### src/rtl/apk_pkg.sv
package apk_pkg;
  localparam int WORD_W    = 32;
  localparam int SLOT_BITS = 32;
  localparam int PAY_W     = 28;
  localparam int TAG_W     = 3;
  localparam int MODE_W    = 3;

  typedef enum logic [1:0] {
    FMT_I2S = 2'd0,
    FMT_LJ  = 2'd1,
    FMT_RJ  = 2'd2
  } fmt_e;

  // strobes from a channel's control to the shared datapath
  typedef struct packed {
    logic bitEn;    // synchronized bit-clock rising edge
    logic bitVal;   // data bit sampled at that edge
    logic emit;     // slot complete, capture a word
    logic side;     // half-frame flag of the completed slot
    logic rjAlign;  // take the last payload bits of the slot
  } chStrobe_t;

  function automatic fmt_e decodeMode(input logic [MODE_W-1:0] code);
    case (code)
      3'b001:  return FMT_LJ;
      3'b010:  return FMT_RJ;
      default: return FMT_I2S;
    endcase
  endfunction
endpackage

### src/rtl/apk_chan_ctrl.sv
module apk_chan_ctrl
  import apk_pkg::*;
#(
  parameter int SYNC_STAGES = 2
) (
  input  logic              clk,
  input  logic              rstN,
  input  logic [MODE_W-1:0] modeCode,
  input  logic              bclkIn,
  input  logic              fsIn,
  input  logic              datIn,
  output chStrobe_t         strobe
);
  localparam int CNT_W = $clog2(SLOT_BITS);
  localparam logic [CNT_W-1:0] LAST_BIT = CNT_W'(SLOT_BITS - 1);

  logic [SYNC_STAGES:0]   bclkSync;
  logic [SYNC_STAGES-1:0] fsSync;
  logic [SYNC_STAGES-1:0] datSync;
  logic fsPrev, active, side;
  logic [CNT_W-1:0] bitCnt;
  fmt_e fmt;
  logic rise, fsNow, fsEdge, slotDone, newSide;

  always_ff @(posedge clk) begin
    if (!rstN) begin
      bclkSync <= '0;
      fsSync   <= '0;
      datSync  <= '0;
    end else begin
      bclkSync <= {bclkSync[SYNC_STAGES-1:0], bclkIn};
      fsSync   <= {fsSync[SYNC_STAGES-2:0], fsIn};
      datSync  <= {datSync[SYNC_STAGES-2:0], datIn};
    end
  end

  assign fmt      = decodeMode(modeCode);
  assign rise     = bclkSync[SYNC_STAGES-1] & ~bclkSync[SYNC_STAGES];
  assign fsNow    = fsSync[SYNC_STAGES-1];
  assign fsEdge   = rise && (fsNow != fsPrev);
  assign slotDone = rise && active && (bitCnt == LAST_BIT);
  assign newSide  = (fmt == FMT_I2S) ? fsNow : ~fsNow;

  always_ff @(posedge clk) begin
    if (!rstN) begin
      fsPrev <= 1'b0;
      active <= 1'b0;
      side   <= 1'b0;
      bitCnt <= '0;
    end else begin
      if (rise) fsPrev <= fsNow;
      if (fsEdge) begin
        active <= 1'b1;
        side   <= newSide;
        // I2S: the edge bit still belongs to the old slot
        bitCnt <= (fmt == FMT_I2S) ? '0 : CNT_W'(1);
      end else if (rise && active) begin
        if (slotDone) active <= 1'b0;
        else          bitCnt <= bitCnt + 1'b1;
      end
    end
  end

  assign strobe.bitEn   = rise;
  assign strobe.bitVal  = datSync[SYNC_STAGES-1];
  assign strobe.emit    = slotDone;
  assign strobe.side    = side;
  assign strobe.rjAlign = (fmt == FMT_RJ);

  // the half-frame flag only moves on a frame-sync change
  assert_side_hold_R2: assert property (@(posedge clk) disable iff (!rstN)
    !fsEdge |=> $stable(side));
  // a finished slot without a fresh edge leaves the channel idle
  assert_idle_after_slot_R8: assert property (@(posedge clk) disable iff (!rstN)
    (slotDone && !fsEdge) |=> !active);
endmodule

### src/rtl/apk_datapath.sv
module apk_datapath
  import apk_pkg::*;
#(
  parameter int NUM_CH     = 8,
  parameter int FIFO_DEPTH = 8
) (
  input  logic              clk,
  input  logic              rstN,
  input  chStrobe_t         strobes [NUM_CH],
  input  logic [NUM_CH-1:0] outReady,
  output logic [NUM_CH-1:0] outValid,
  output logic [WORD_W-1:0] outWord,
  output logic [NUM_CH-1:0] overflowFlag
);
  localparam int PTR_W = $clog2(FIFO_DEPTH);
  localparam int IDX_W = (NUM_CH > 1) ? $clog2(NUM_CH) : 1;

  logic [WORD_W-1:0] holdWord [NUM_CH];
  logic [NUM_CH-1:0] holdValid, grant, ovfBits;
  logic [IDX_W-1:0]  rrPtr, grantIdx;
  logic              doPush, doPop, fifoFull, fifoEmpty;
  logic [WORD_W-1:0] mem [FIFO_DEPTH];
  logic [PTR_W:0]    wrPtr, rdPtr, fifoLevel;
  logic [WORD_W-1:0] headWord;
  logic [IDX_W-1:0]  headIdx;

  // per-channel shifter and holding register
  for (genvar ch = 0; ch < NUM_CH; ch++) begin : g_ch
    logic [SLOT_BITS-2:0] shiftReg;
    logic [WORD_W-1:0]    nextShift, packedWord, holdQ;
    logic                 holdV, ovfQ;

    assign nextShift  = {shiftReg, strobes[ch].bitVal};
    assign packedWord = strobes[ch].rjAlign
      ? {nextShift[PAY_W-1:0], strobes[ch].side, TAG_W'(ch)}
      : {nextShift[WORD_W-1:WORD_W-PAY_W], strobes[ch].side, TAG_W'(ch)};

    always_ff @(posedge clk) begin
      if (!rstN) begin
        shiftReg <= '0;
        holdQ    <= '0;
        holdV    <= 1'b0;
        ovfQ     <= 1'b0;
      end else begin
        if (strobes[ch].bitEn) shiftReg <= nextShift[SLOT_BITS-2:0];
        if (strobes[ch].emit) begin
          holdQ <= packedWord;
          holdV <= 1'b1;
          if (holdV && !grant[ch]) ovfQ <= 1'b1;
        end else if (grant[ch]) begin
          holdV <= 1'b0;
        end
      end
    end

    assign holdWord[ch]  = holdQ;
    assign holdValid[ch] = holdV;
    assign ovfBits[ch]   = ovfQ;
  end

  // round-robin arbiter into the shared queue
  always_comb begin
    grant    = '0;
    grantIdx = rrPtr;
    doPush   = 1'b0;
    for (int k = 0; k < NUM_CH; k++) begin
      if (!doPush && !fifoFull && holdValid[(int'(rrPtr) + k) % NUM_CH]) begin
        doPush   = 1'b1;
        grantIdx = IDX_W'((int'(rrPtr) + k) % NUM_CH);
      end
    end
    if (doPush) grant[grantIdx] = 1'b1;
  end

  always_ff @(posedge clk) begin
    if (!rstN) rrPtr <= '0;
    else if (doPush)
      rrPtr <= (grantIdx == IDX_W'(NUM_CH - 1)) ? '0 : grantIdx + 1'b1;
  end

  // shared FIFO
  assign fifoLevel = wrPtr - rdPtr;
  assign fifoEmpty = (wrPtr == rdPtr);
  assign fifoFull  = (wrPtr[PTR_W] != rdPtr[PTR_W]) &&
                     (wrPtr[PTR_W-1:0] == rdPtr[PTR_W-1:0]);
  assign headWord  = mem[rdPtr[PTR_W-1:0]];
  assign headIdx   = headWord[IDX_W-1:0];
  assign doPop     = !fifoEmpty && outReady[headIdx];

  always_ff @(posedge clk) begin
    if (doPush) mem[wrPtr[PTR_W-1:0]] <= holdWord[grantIdx];
  end

  always_ff @(posedge clk) begin
    if (!rstN) begin
      wrPtr <= '0;
      rdPtr <= '0;
    end else begin
      if (doPush) wrPtr <= wrPtr + 1'b1;
      if (doPop)  rdPtr <= rdPtr + 1'b1;
    end
  end

  // tag-steered output streams
  for (genvar k = 0; k < NUM_CH; k++) begin : g_out
    assign outValid[k] = !fifoEmpty && (headIdx == IDX_W'(k));
  end
  assign outWord      = headWord;
  assign overflowFlag = ovfBits;

  assert_level_bound_R10: assert property (@(posedge clk) disable iff (!rstN)
    fifoLevel <= (PTR_W+1)'(FIFO_DEPTH));
  assert_no_push_full_R10: assert property (@(posedge clk) disable iff (!rstN)
    (fifoFull && !doPop) |=> $stable(wrPtr));
  assert_overflow_sticky_R11: assert property (@(posedge clk) disable iff (!rstN)
    1'b1 |=> ((overflowFlag & $past(overflowFlag)) == $past(overflowFlag)));
  assert_outvalid_onehot_R12: assert property (@(posedge clk) disable iff (!rstN)
    $onehot0(outValid));
  assert_head_stable_R12: assert property (@(posedge clk) disable iff (!rstN)
    ((|outValid) && !(|(outValid & outReady))) |=> ($stable(outWord) && $stable(outValid)));
endmodule

### src/rtl/audio_in_packer.sv
module audio_in_packer
  import apk_pkg::*;
#(
  parameter int NUM_CH      = 8,
  parameter int FIFO_DEPTH  = 8,
  parameter int SYNC_STAGES = 2,
  localparam int CFG_W      = MODE_W * NUM_CH
) (
  input  logic              clk,
  input  logic              rstN,
  input  logic [CFG_W-1:0]  chanModes,
  input  logic [NUM_CH-1:0] serBclk,
  input  logic [NUM_CH-1:0] serFs,
  input  logic [NUM_CH-1:0] serData,
  input  logic [NUM_CH-1:0] outReady,
  output logic [NUM_CH-1:0] outValid,
  output logic [WORD_W-1:0] outWord,
  output logic [NUM_CH-1:0] overflowFlag
);
  chStrobe_t strobes [NUM_CH];

  for (genvar ch = 0; ch < NUM_CH; ch++) begin : g_ctrl
    apk_chan_ctrl #(.SYNC_STAGES(SYNC_STAGES)) u_ctrl (
      .clk      (clk),
      .rstN     (rstN),
      .modeCode (chanModes[MODE_W*ch +: MODE_W]),
      .bclkIn   (serBclk[ch]),
      .fsIn     (serFs[ch]),
      .datIn    (serData[ch]),
      .strobe   (strobes[ch])
    );
  end

  apk_datapath #(.NUM_CH(NUM_CH), .FIFO_DEPTH(FIFO_DEPTH)) u_dp (
    .clk          (clk),
    .rstN         (rstN),
    .strobes      (strobes),
    .outReady     (outReady),
    .outValid     (outValid),
    .outWord      (outWord),
    .overflowFlag (overflowFlag)
  );
endmodule

### config.mk
export PLATFORM = sky130hd
export DESIGN_NAME = audio_in_packer
export DESIGN_NICKNAME = d
export VERILOG_FILES = /design/src/rtl/apk_pkg.sv /design/src/rtl/apk_chan_ctrl.sv /design/src/rtl/apk_datapath.sv /design/src/rtl/audio_in_packer.sv
export SDC_FILE = /design/constraint.sdc
export NUM_CORES = 2
export LEC_CHECK = 0
export ABC_AREA = 0
export BUFFER_PORTS_ARGS = -buffer_cell sky130_fd_sc_hd__buf_2
export CAP_MARGIN = 10
export CORE_MARGIN = 8
export CORE_UTILIZATION = 50
export DETAILED_ROUTE_END_ITERATION = 7
export GPL_TIMING_DRIVEN = 0
export PLACE_DENSITY = 0.76
export SKIP_CTS_REPAIR_TIMING = 1
export SYNTH_ARGS = -nofsm -noshare
export SYNTH_HDL_FRONTEND = slang
export SYNTH_SLANG_ARGS = --single-unit
### constraint.sdc
create_clock -name clk -period 6.51 [get_ports clk]
set_input_delay 1.302 -clock clk [delete_from_list [all_inputs] [get_ports clk]]
set_output_delay 1.302 -clock clk [all_outputs]
set_load 0.1 [all_outputs]
==> results.sh <==
export IMPL_clk_latency_ns=0.66
export IMPL_wl_per_cell_um=21.7
export IMPL_layout_nets=3706
export IMPL_synth_top_area_cell="dfxtp_1"
export IMPL_die_h_um=289
export IMPL_h_tree_depth=3
export IMPL_finalHoldViolations=0
export IMPL_cp_data_arrival_time_ns=4.30
export IMPL_hp_class="flip-flop to flip-flop"
export IMPL_dp_hpwl_um=73900
export IMPL_synthXorXnorAreaFrac=0.0145
export IMPL_synthesis_instances=3408
export IMPL_relSlewSlack=0.294
export IMPL_cts_made_buffers=90
export IMPL_cts_clk_slew_worst_paths_ns=0.06
export IMPL_track_usage=0.238
export IMPL_crit_slowest_cell="buf_1"
export IMPL_clock_skew_ns=0.0436
export IMPL_via_per_inst=5.80
export IMPL_finalMaxSlewViolations=0
export IMPL_cpMostUsedCell="buf_1"
export IMPL_ys_seq_elements=893
export IMPL_async_reset_ff_frac=0
export IMPL_fmax_mhz=179
export IMPL_crit_family="buffers and inverters"
export IMPL_utilization=0.572
export IMPL_cap_violations=0
export IMPL_crit_chain="clkbuf_1 -> buf_1 -> buf_1 -> mux4_2 -> mux2_2 -> buf_2"
export IMPL_synth_top_area_frac=0.342
export IMPL_ys_warn_count=0
export IMPL_drive_gt1_frac=0.136
export IMPL_synth_simple_area_share=0.121
export IMPL_power_leakage_nw=13.9
export IMPL_die_area_um2=83600
export IMPL_power_total_w=0.0158
export IMPL_setup_violations=0
export IMPL_final_cell_area_um2=42400
export IMPL_rsz0062_at_grt="no"
export IMPL_ys_seq_area_frac=0.548
export IMPL_cts_sinks=893
export IMPL_synth_nets=3487
export IMPL_finalWirelength_um=101000
export IMPL_fin_ws_ns=0.912
export IMPL_synth_cell_type_count=76
export IMPL_grt_start_max_net_pins=24
export IMPL_synthesis_area_um2=37300
export IMPL_place_ws_ns=1.39
export IMPL_worstMarginPinSlew_ns=1.05
export IMPL_path_depth=6
export IMPL_synth_compound_area_frac=0.104
export IMPL_crit_fanout=10
export IMPL_vdd_drop_max_mv=0.221
export IMPL_finalCriticalPeriod_ns=5.60
export IMPL_place_area_um2=39400
export IMPL_startpoint_type="flip-flop"
export IMPL_synth_avg_cell_area_um2=11.0
export IMPL_n_antenna_cell=0
export IMPL_syn_to_final_growth_pct=13.6
export IMPL_grt_pass1_vias=25800
export IMPL_hold_depth=1
export IMPL_synthAdderAreaFrac=0.00704
export IMPL_boundaryPins=106
export IMPL_endpoint_kind="output port"
export IMPL_synth_top_family_by_area="multiplexers"
export IMPL_grt_overflow=0
export IMPL_drt_pass1_iter_count=6
export IMPL_antenna_found_initial=2
export IMPL_grt_pass1_wl_um=153000
export IMPL_drtIter0Drc=2633
export IMPL_synth_edf_count=256
export IMPL_die_x_um=289
export IMPL_cts_max_path_buffers=3
export IMPL_p_per_area_nw_per_um2=373
export IMPL_worstPathRequired_ns=5.21
export IMPL_port_buffer_count=105
export IMPL_synth_top_flop_cell="dfxtp_1"
export IMPL_critPathKind="flip-flop to output port"
export IMPL_status="finished, final reports clean"
export IMPL_r2r_slack_ns=1.33
export IMPL_vias=27100
export IMPL_drc=0
export IMPL_ctsRootBufferMaster="clkbuf_16"
export IMPL_crit_path_max_incr_delay_ns=0.80
export IMPL_synthMuxAreaShare=0.173
export IMPL_core_um2=74200
export IMPL_routabilityCongestion=0.945
export IMPL_start_util=0.503
export IMPL_finalSetupTns_ns=0
export IMPL_ant_nets=0
export IMPL_r2r_worst_path_cells=16
export IMPL_period_share=0.860
export IMPL_cts_tree="yes"
export IMPL_rows=100
export IMPL_synth_area_leaders="dfxtp_1, edfxtp_1, mux4_2, mux2i_1, nand2_1"
export IMPL_path_buf_inv=4
-- metal layers --
metal  global-route usage  share of wire  vias up
met5                    0              0        -
met4                0.104          0.045        0
met3               0.0375          0.087      185
met2                0.364           0.44     1197
met1                0.333           0.43    13100
li1                     -              -    12600
-- sequential cells by signal (all words and copies together), names as in the netlist, named ones only --
signal	flops
u_dp.g_ch.holdV	8
u_dp.mem	256
u_dp.g_ch.ovfQ	8
g_ctrl.u_ctrl.bclkSync	24
u_dp.wrPtr	4
u_dp.rdPtr	4
u_dp.g_ch.shiftReg	248
g_ctrl.u_ctrl.fsSync	16
g_ctrl.u_ctrl.active	8
g_ctrl.u_ctrl.side	8
g_ctrl.u_ctrl.datSync	16
g_ctrl.u_ctrl.fsPrev	8
u_dp.g_ch.holdQ	239
u_dp.rrPtr	3
g_ctrl.u_ctrl.bitCnt	40
-- report_power, final --
group | switching (W) | internal (W)
Clock | 0.00219 | 0.00305
Combinational | 0.00309 | 0.00142
Sequential | 0.0000816 | 0.00598
-- Yosys cell counts, types with 10 or more instances --
library cell / instances
dfxtp_1: 637
nand2_1: 595
nor2_1: 317
a21oi_1: 311
mux2i_1: 264
edfxtp_1: 256
a211oi_1: 234
clkbuf_1: 189
mux4_2: 118
and2_1: 57
mux2_2: 46
buf_1: 44
xor2_1: 36
ha_1: 21
nand2b_1: 20
xnor2_1: 19
nor2b_1: 18
and3_1: 17
mux4_1: 14
inv_1: 13
nor3b_1: 13
mux2_4: 12
nor3_1: 12
o21ai_0: 12
buf_6: 11
nand4_1: 11
buf_2: 10
buf_4: 10
nand3_1: 10
-- final cells by class --
type,instances,area [um2]
buffer,266,1160
inverter,16,65.1
timing repair buffer,127,811
fill,6046,31800
clock inverter,39,469
sequential,893,20400
multi-input combinational,2233,15700
clock buffer,128,2530
tap,969,1210
-- placed cells by master, fill, tap and decap left out, drive strengths merged, types with 5 or more instances in the layout --
master	Yosys	final
nand4	11	11
a21oi	311	311
a211oi	235	235
bufinv	0	8
o2111ai	6	6
a311oi	5	5
buf	77	204
inv	16	19
nor2	318	318
ha	21	21
edfxtp	256	256
mux2i	268	268
nor3b	13	13
a31oi	9	9
xnor2	20	20
o311ai	5	5
nor2b	18	18
xor2	38	38
and3	17	17
mux4	132	132
nand2	596	596
nor3	12	12
clkinv	0	27
nand3	10	10
mux2	59	59
nand2b	20	20
o21a	5	5
dfxtp	637	637
clkbuf	189	317
o21ai	13	13
and2	57	57
-- worst reg2reg max path, stage by stage, from the launching register on --
cell	delay, ns
dfxtp_1	0.36
buf_6	0.15
buf_2	0.27
inv_1	0.12
ha_1	0.36
buf_2	0.31
mux2i_1	0.33
a21oi_1	0.15
o22ai_1	0.27
buf_2	0.28
a21oi_1	0.09
a21oi_1	0.25
xnor2_1	0.24
buf_2	0.39
buf_2	0.31
mux2_2	0.37
o21ai_1	0.60
-- logic make-up (layout without fill, tap and decap cells) --
group	Yosys count	after routing
xor gates and xnor gates	58	58
DFF	893	893
AOI/OAI and AO/OA	611	611
muxes	459	459
buffers and inverters	282	576
adders and majority gates	21	21
and+or+nand+nor	1084	1084
-- through the flow --
step / instances / hold WS (ns)
floorplan: 3408 / 0.412
CTS: 4670 / 0.430
detailed placement: 4503 / 0.417
finish: 4671 / 0.431
global route: 4671 / 0.443
global placement: 4482 / 0.417
-- worst paths after layout --
path,startpoint,endpoint
min reg2reg,g_ctrl[3].u_ctrl.fsSync[0]$_SDFF_PN0_,g_ctrl[3].u_ctrl.fsSync[1]$_SDFF_PN0_
max reg2reg,u_dp.rrPtr[1]$_SDFFE_PN0P_,u_dp.mem[6][30]$_DFFE_PP_
max,flip-flop,outWord[13]
min,g_ctrl[3].u_ctrl.fsSync[0]$_SDFF_PN0_,g_ctrl[3].u_ctrl.fsSync[1]$_SDFF_PN0_
Note: power is estimated with default switching activity, not from simulation.
